[src/rtl/sc_edge_pkg.sv]
package sc_edge_pkg;
  typedef struct packed {
    logic load;  // reseed sources and clear count
    logic run;   // advance sources and accumulate
  } ctlStrobe_t;

  typedef enum logic [1:0] {
    ST_IDLE = 2'd0,
    ST_RUN  = 2'd1,
    ST_FIN  = 2'd2
  } runState_t;
endpackage

[src/rtl/sc_lfsr.sv]
module sc_lfsr #(
  parameter int W = 8,
  parameter logic [W-1:0] MASK = 8'hB8,
  parameter logic [W-1:0] SEED = 8'h01
) (
  input  logic         clk,
  input  logic         rstN,
  input  logic         load,
  input  logic         step,
  output logic [W-1:0] state
);
  localparam logic [W-1:0] ZERO = '0;

  always_ff @(posedge clk or negedge rstN) begin
    if (!rstN)      state <= SEED;
    else if (load)  state <= SEED;
    else if (step)  state <= (state >> 1) ^ (state[0] ? MASK : ZERO);
  end


  lfsr_nonzero_chk: assert property (@(posedge clk) disable iff (!rstN)
    state != ZERO);
endmodule

[src/rtl/sc_edge_ctrl.sv]
module sc_edge_ctrl
  import sc_edge_pkg::*;
#(
  parameter int K = 8
) (
  input  logic       clk,
  input  logic       rstN,
  input  logic       start,
  output ctlStrobe_t strobe,
  output logic       done
);
  localparam logic [K-1:0] LAST = '1;
  localparam logic [K-1:0] STEP = 1;

  runState_t    state;
  logic [K-1:0] cycCnt;
  logic         accept;

  assign accept = start && (state != ST_RUN);

  always_comb begin
    strobe.load = accept;
    strobe.run  = (state == ST_RUN);
  end

  assign done = (state == ST_FIN);

  always_ff @(posedge clk or negedge rstN) begin
    if (!rstN) begin
      state  <= ST_IDLE;
      cycCnt <= '0;
    end else if (accept) begin
      state  <= ST_RUN;
      cycCnt <= '0;
    end else if (state == ST_RUN) begin
      cycCnt <= cycCnt + STEP;
      if (cycCnt == LAST) state <= ST_FIN;
    end
  end


  run_len_chk: assert property (@(posedge clk) disable iff (!rstN)
    (state == ST_RUN && cycCnt != LAST) |=> (state == ST_RUN));

  done_hold_chk: assert property (@(posedge clk) disable iff (!rstN)
    (done && !start) |=> done);

  restart_ignored_chk: assert property (@(posedge clk) disable iff (!rstN)
    (state == ST_RUN && start && cycCnt != LAST) |=>
      (state == ST_RUN && cycCnt == $past(cycCnt) + STEP));

  start_lowers_done_chk: assert property (@(posedge clk) disable iff (!rstN)
    accept |=> !done);
endmodule

[src/rtl/sc_edge_dp.sv]
module sc_edge_dp
  import sc_edge_pkg::*;
#(
  parameter int K = 8,
  parameter int NSRC = 3,
  parameter logic [NSRC-1:0][K-1:0] SRC_MASK = {8'h8E, 8'hB8, 8'hB8},
  parameter logic [NSRC-1:0][K-1:0] SRC_SEED = {8'h5A, 8'hC3, 8'h01}
) (
  input  logic         clk,
  input  logic         rstN,
  input  ctlStrobe_t   strobe,
  input  logic [K-1:0] pixNw,
  input  logic [K-1:0] pixNe,
  input  logic [K-1:0] pixSw,
  input  logic [K-1:0] pixSe,
  output logic [K-1:0] count
);
  localparam logic [K-1:0] MID  = 1 << (K - 1);
  localparam logic [K-1:0] FULL = '1;
  localparam logic [K-1:0] ONE  = 1;

  logic [NSRC-1:0][K-1:0] rnd;

  genvar g;
  generate
    for (g = 0; g < NSRC; g++) begin : gSrc
      sc_lfsr #(.W(K), .MASK(SRC_MASK[g]), .SEED(SRC_SEED[g])) uLfsr (
        .clk  (clk),
        .rstN (rstN),
        .load (strobe.load),
        .step (strobe.run),
        .state(rnd[g])
      );
    end
  endgenerate

  // diagonal NW/SE shares source 0, NE/SW shares source 1
  logic bitNw, bitSe, bitNe, bitSw;
  logic diffMain, diffAnti, selHalf, outBit;

  always_comb begin
    bitNw    = pixNw > rnd[0];
    bitSe    = pixSe > rnd[0];
    bitNe    = pixNe > rnd[1];
    bitSw    = pixSw > rnd[1];
    diffMain = bitNw ^ bitSe;
    diffAnti = bitNe ^ bitSw;
    selHalf  = rnd[2] >= MID;
    outBit   = selHalf ? diffAnti : diffMain;
  end

  always_ff @(posedge clk or negedge rstN) begin
    if (!rstN)                                    count <= '0;
    else if (strobe.load)                         count <= '0;
    else if (strobe.run && outBit && count != FULL) count <= count + ONE;
  end


  clear_chk: assert property (@(posedge clk) disable iff (!rstN)
    strobe.load |=> (count == '0));

  count_step_chk: assert property (@(posedge clk) disable iff (!rstN)
    !strobe.load |=> (count == $past(count) || count == $past(count) + ONE));

  idle_hold_chk: assert property (@(posedge clk) disable iff (!rstN)
    (!strobe.load && !strobe.run) |=> $stable(count));

  equal_pairs_chk: assert property (@(posedge clk) disable iff (!rstN)
    (strobe.run && pixNw == pixSe && pixNe == pixSw) |-> !outBit);
endmodule

[src/rtl/sc_edge.sv]
module sc_edge
  import sc_edge_pkg::*;
#(
  parameter int K = 8
) (
  input  logic         clk,
  input  logic         rstN,
  input  logic         start,
  input  logic [K-1:0] pixNw,
  input  logic [K-1:0] pixNe,
  input  logic [K-1:0] pixSw,
  input  logic [K-1:0] pixSe,
  output logic         done,
  output logic [K-1:0] edgeMag
);
  ctlStrobe_t strobe;

  sc_edge_ctrl #(.K(K)) uCtrl (
    .clk   (clk),
    .rstN  (rstN),
    .start (start),
    .strobe(strobe),
    .done  (done)
  );

  sc_edge_dp #(.K(K)) uDp (
    .clk   (clk),
    .rstN  (rstN),
    .strobe(strobe),
    .pixNw (pixNw),
    .pixNe (pixNe),
    .pixSw (pixSw),
    .pixSe (pixSe),
    .count (edgeMag)
  );
endmodule

[config.mk]
export PLATFORM = sky130hd
export DESIGN_NAME = sc_edge
export DESIGN_NICKNAME = d
export VERILOG_FILES = /design/src/rtl/sc_edge_pkg.sv /design/src/rtl/sc_lfsr.sv /design/src/rtl/sc_edge_ctrl.sv /design/src/rtl/sc_edge_dp.sv /design/src/rtl/sc_edge.sv
export SDC_FILE = /design/constraint.sdc
export NUM_CORES = 1
export LEC_CHECK = 0
export BUFFER_PORTS_ARGS = -buffer_cell sky130_fd_sc_hd__buf_2
export CORE_ASPECT_RATIO = 1.75
export CORE_MARGIN = 2
export CORE_UTILIZATION = 55
export DETAILED_ROUTE_END_ITERATION = 12
export PLACE_DENSITY = 0.77
export SYNTH_ARGS = -nofsm -noshare
export SYNTH_HDL_FRONTEND = slang
export SYNTH_HIERARCHICAL = 1
export SYNTH_SLANG_ARGS = --single-unit
[constraint.sdc]
create_clock -name clk -period 3.6 [get_ports clk]
set_input_delay 0.36 -clock clk [delete_from_list [all_inputs] [get_ports clk]]
set_output_delay 0.36 -clock clk [all_outputs]
set_load 0.05 [all_outputs]
Yosys cells after proc, flatten, opt, wreduce, memory -nomap -nowiden
Index checks and enable logic that the tools add are counted.

Input port bits: 35. Flip-flop bits (word level): 42. Word-level logic and storage cells: 47. Output and inout port bits: 9.

Mux-type cells: 17. Reductions and logical operators: 7. Add/subtract/negate cells: 2. Bitwise logic cells: 5. Eq/ne operators: 5. Order comparisons: 5.

Operators by type and width (count): 8-bit two-way mux (13); 8-bit > comparator (4); 7-bit by 8-bit XOR with 8-bit output (3); 8-bit by 1-bit adder with 8-bit output, second input constant (2); 8-bit equality test, second input constant (1); 8-bit greater-or-equal comparator, second input constant (1); 8-bit inequality test, second input constant (1); 2-bit two-way mux (3); 2-bit nonzero test (3); 1-bit logical AND (3); 2-bit by 1-bit equality test with 1-bit output, second input constant (1); 2-bit equality test, second input constant (1); 2-bit by 1-bit inequality test with 1-bit output, second input constant (1); 2-bit AND reduction (1); 1-bit XOR (2); 1-bit two-way mux (1).

Depth between registers and ports, before layout
Depth in word-level cells: 7. Mapped depth: 9. Mapped depth without buffers: 9.

By module
Netlist, hierarchy kept.

Modules (own cells, without submodules): sc_edge_dp (instances 1, seq. area each 200.2 µm², area each 1420.1 µm², cells each 164); sc_edge_ctrl (instances 1, seq. area each 250.2 µm², area each 505.5 µm², cells each 47); sc_lfsr at uDp.gSrc[2].uLfsr (instances 1, seq. area each 205.2 µm², area each 380.4 µm², cells each 31); sc_lfsr at uDp.gSrc[1].uLfsr (instances 1, seq. area each 205.2 µm², area each 370.4 µm², cells each 29); sc_lfsr at uDp.gSrc[0].uLfsr (instances 1, seq. area each 201.4 µm², area each 340.3 µm², cells each 29).

Worst setup path after synthesis
OpenSTA, ideal clock, no wires.

Path type: flip-flop to flip-flop. From: register uDp.count[0]. To: register uDp.count[4]. Cell stages (with the launch flop): 8. Path slack: 1.393 ns. Data arrival time: 2.079 ns. Path buffers: 1. Library setup time: 0.128 ns. Required time: 3.472 ns. Period minus slack after synthesis: 2.207 ns. Path through: dfrtp_1 ha_1 and2_1 a31oi_4 buf_4 nand4_1 o22ai_1 mux2_1.

Word-level cells in the longest chain between the ends: 3. Elaborated cells between the ends (all ways): 6. Classes of those cells: add/sub (1); eq/ne (1); mux (2); reduce/logical (2).

RTL lines: start, declared (RTL line sc_edge_dp.sv:16) `output logic [K-1:0] count`; start signal, assigned (RTL line sc_edge_dp.sv:55) `else if (strobe.run && outBit && count != FULL) count <= count + ONE;`; 8-bit by 1-bit adder with 8-bit output / 8-bit inequality test (equally long branches) (RTL line sc_edge_dp.sv:55); 8-bit two-way mux / 1-bit logical AND (equally long branches) (RTL line sc_edge_dp.sv:55); 8-bit two-way mux / 2-bit nonzero test (equally long branches).

Several ways; a longest one is shown, not always the timed one. The select of a mux whose other input is x is not followed. A chain may end at the register's enable or synchronous reset.

Final worst setup path
From: register uDp.gSrc[1].uLfsr.state[7]. To: register uDp.count[4].

Word-level cells in the longest chain between the ends: 6. Elaborated cells between the ends (all ways): 7. Classes of those cells: order compare (2); mux (1); bitwise (1); reduce/logical (3).

RTL lines: start, declared (RTL line sc_lfsr.sv:10) `output logic [W-1:0] state`; start signal, assigned (RTL line sc_lfsr.sv:17) `else if (step) state <= (state >> 1) ^ (state[0] ? MASK : ZERO);`; 8-bit > comparator, on equally long branches (RTL line sc_edge_dp.sv:44, sc_edge_dp.sv:45); 1-bit XOR * (RTL line sc_edge_dp.sv:47) `diffAnti = bitNe ^ bitSw;`; 1-bit two-way mux * (RTL line sc_edge_dp.sv:49) `outBit = selHalf ? diffAnti : diffMain;`; 1-bit logical AND * (2 in a row) (RTL line sc_edge_dp.sv:55); 2-bit nonzero test (no line) *.

Every way passes the cells marked *; elsewhere a longest branch is shown, timed or not.

==> flow_metrics.tcl <==
set metrics [dict create \
    outcome "completed" \
    worst_skew_pair.late_latency_ns 0.30 \
    critical_path.top_delay_family "compound AO/OA/AOI/OAI gates" \
    syn_inst 300 \
    vdd_drop_max_uv 405.7 \
    most_frequent_cell_on_the_critical_path "sky130_fd_sc_hd__o22ai_1" \
    worst-path-max-fanout 7 \
    wire_per_inst_um 14.06 \
    ctsHoldBuffers 0 \
    grt_pass1_vias 2384 \
    critPathArrivalTime_ns 2.59 \
    synth_area_leaders "sky130_fd_sc_hd__dfrtp_1 27%, sky130_fd_sc_hd__ha_1 14%, sky130_fd_sc_hd__dfstp_2 7.8%" \
    min_period_ns 2.423 \
    synth_enable_flop_cells 0 \
    tritoncts_num_sinks 42 \
    required_ns 3.77 \
    ctsHtreeMaxLevel 2 \
    worst_slew_margin_rel_pct 36.90 \
    share_of_the_yosys_chip_area_belonging_to_registers_pct 35.21 \
    path_clk_slew_ns 0.09 \
    worst_margin_pin_slew_ns 0.9465 \
    achievable-frequency_ghz 0.4127 \
    final_setup_fails 0 \
    asyncSetResetFlopFracSynth_pct 100.0 \
    total_gr_overflow 0 \
    clock_skew_ns 0.01266 \
    coreArea_um2 5299 \
    global_route_wire_length_before_repair_um 9936 \
    placement.io_buffers 43 \
    via_count 2332 \
    synth.yosys.warnings 6 \
    timing.critical_path.to_type "flip-flop" \
    post-route-period-util_pct 67.31 \
    die_width_um 59.99 \
    critPathKind "flip-flop to flip-flop" \
    hold_viol 0 \
    tns_ns 0 \
    drt-vias-per-instance 5.619 \
    crit_slowest_cell "sky130_fd_sc_hd__dfstp_2" \
    start_util_pct 56.93 \
    synth_area_per_cell_um2 10.06 \
    initial_antenna_violation_count 0 \
    finalWeightedCongestion 0.7996 \
    fill_cells 471 \
    synth_largest_type_area_fraction_pct 27.37 \
    die_area_um2 6117 \
    cts_root_buffer "sky130_fd_sc_hd__clkbuf_8" \
    diodes 0 \
    post_synth_num_cell_types 46 \
    synth.largest_area_cell "sky130_fd_sc_hd__dfrtp_1" \
    power_density_normalized_to_cell_area_nw_per_um2 841.0 \
    area_delta_synth_final_pct 11.70 \
    cts_tree "done" \
    cellLeakagePower_nw 1.686 \
    detailed_place_hpwl_um 4246 \
    power.total_mw 2.834 \
    post_cts_resize_count 0 \
    dieHeight_um 102.0 \
    first_pass_iters 4 \
    postCtsSetupRepairBufs 0 \
    crit_buf_inv 1 \
    cts_buffers 5 \
    worstSetupStartpointType "flip-flop" \
    number_of_max_cap_violations 0 \
    syn-num-nets 369 \
    worstHoldPathType "primary input to async pin" \
    grt_max_degree 43 \
    grt_setup_unrepaired "no" \
    drive_gt1_share_pct 25.22 \
    rows 35 \
    route.antenna.remaining_nets 0 \
    drc 0 \
    synth_seq_cells 42 \
    clockBufferDepth 2 \
    worst_path_largest_cell_delay_ns 0.54 \
    floorplan.io_pins 44 \
    drt_iter0_drc 55 \
    final-max-slew-violation-count 0 \
    crit_path_cell_trace "inv_1, ha_1, nand2_1, o21ai_0, o22ai_1, xnor2_2, o22ai_1, mux2_1" \
    global_route.usage.total_pct 21.04 \
    primary_flip_flop_cell_chosen_by_synthesis_mapping "sky130_fd_sc_hd__dfrtp_1" \
    total_number_of_nets_in_the_final_design 409 \
    finalWirelength_um 5836 \
    netlist_area_um2 3017 \
]
==> state kept, by name, indices dropped and copies added, names as in the netlist <==
register / count
uDp/gSrc.uLfsr/state: 24
uDp/count: 8
uCtrl/state: 2
uCtrl/cycCnt: 8
==> per-stage QoR <==
| step | utilization [%] | instances | hold WS, ns | worst slack, ns | instance area (um^2) |
|---|---|---|---|---|---|
| 2_1_floorplan | - | 300 | 0.06441 | 1.393 | 3017 |
| 3_3_place_gp | 61.46 | 407 | 0.4584 | 1.262 | 3257 |
| 3_5_place_dp | 61.46 | 407 | 0.4627 | 1.228 | 3257 |
| 4_1_cts | 63.59 | 415 | 0.2315 | 1.186 | 3369 |
| 5_1_grt | 63.59 | 415 | 0.2580 | 1.067 | 3369 |
| 6_report | 63.59 | 415 | 0.2048 | 1.177 | 3369 |
==> worst register-to-register path, delay by kind of cell (launching register included) <==
| kind | cells | cell delay, ns |
|---|---|---|
| AND/OR/NAND/NOR | 1 | 0.07 |
| multiplexers | 1 | 0.34 |
| AO/OA/AOI/OAI | 3 | 0.61 |
| adder cells (fa/ha/maj) | 1 | 0.31 |
| buffers and inverters | 1 | 0.06 |
| flip-flops | 1 | 0.54 |
| XOR/XNOR | 1 | 0.38 |
==> per-layer routing <==
layer  global-route usage (%)  vias up  part of all wire [%]
met1                    23.03     1113                    40
met4                    9.744        0                   2.9
met3                    3.418       17                   2.7
li1                         -     1155                     -
met2                    38.13       47                    54
met5                        0        -                     0
==> area by class of cell <==
type | count | area (um^2) | share of cell area [%]
flip-flops and latches | 42 | 1062 | 31.53
multi-input cells | 225 | 1793 | 53.21
repair buffers | 45 | 230.2 | 6.833
inverters | 21 | 78.83 | 2.339
well taps | 74 | 92.59 | 2.748
clock buffers | 5 | 68.82 | 2.042
clock inverters | 3 | 43.79 | 1.300
==> cell families (layout without fill, tap and decap cells) <==
logic type / after synthesis / in the layout / share of synthesized area (%)
flip-flops: 42 / 42 / 35.21
XOR/XNOR: 11 / 11 / 3.692
AND/OR/NAND/NOR: 97 / 97 / 17.92
AO/OA/AOI/OAI: 60 / 60 / 15.51
adder cells (fa/ha/maj): 34 / 34 / 14.10
multiplexers: 23 / 23 / 8.129
buffers and inverters: 33 / 74 / 5.433
==> power breakdown <==
group | switching [mW] | internal (mW)
registers | 0.251 | 0.738
clock network | 0.167 | 0.208
logic | 0.770 | 0.700
==> synth_stat cells (all sizes together) (9+ instances only) <==
cell type  number
ha             34
dfrtp          33
nor2           28
inv            21
nor2b          20
a21oi          16
mux2i          14
nand4          13
o21ai          11
xnor2          11
nand2          10
a211oi          9
buf             9
dfstp           9
mux2            9
o22ai           9
==> path summary, 6_finish.rpt <==
path                                                              from                                      to  slack, ns  depth (start not counted)
worst max-delay path            uDp/gSrc[1].uLfsr/state[7]$_DFFE_PN1P_                uDp/count[4]$_DFFE_PN0P_       1.18                          8
worst min-delay path                                              rstN                uDp/count[1]$_DFFE_PN0P_       0.20                          1
worst max register to register  uDp/gSrc[1].uLfsr/state[7]$_DFFE_PN1P_                uDp/count[4]$_DFFE_PN0P_       1.18                          8
worst min register to register             uCtrl/cycCnt[7]$_DFFE_PN0P_             uCtrl/cycCnt[7]$_DFFE_PN0P_       0.48                          1
max in group asynchronous                                         rstN  uDp/gSrc[0].uLfsr/state[3]$_DFFE_PN0P_       2.81                          1
min in group clk                                                 start              uCtrl/state[1]$_DFFE_PN0P_       0.31                          2
==> layout by cell type, fill, tap and decap left out, types with 8 or more instances in the layout <==
cell type / n
sky130_fd_sc_hd__buf_2: 43
sky130_fd_sc_hd__inv_1: 21
sky130_fd_sc_hd__nor2b_1: 17
sky130_fd_sc_hd__o22ai_1: 8
sky130_fd_sc_hd__dfstp_2: 9
sky130_fd_sc_hd__ha_1: 34
sky130_fd_sc_hd__a21oi_1: 15
sky130_fd_sc_hd__xnor2_1: 9
sky130_fd_sc_hd__mux2i_1: 14
sky130_fd_sc_hd__o21ai_0: 11
sky130_fd_sc_hd__dfrtp_1: 33
sky130_fd_sc_hd__nand2_1: 10
sky130_fd_sc_hd__nand4_1: 13
sky130_fd_sc_hd__nor2_1: 27
Power figures use the tool's default switching activity.
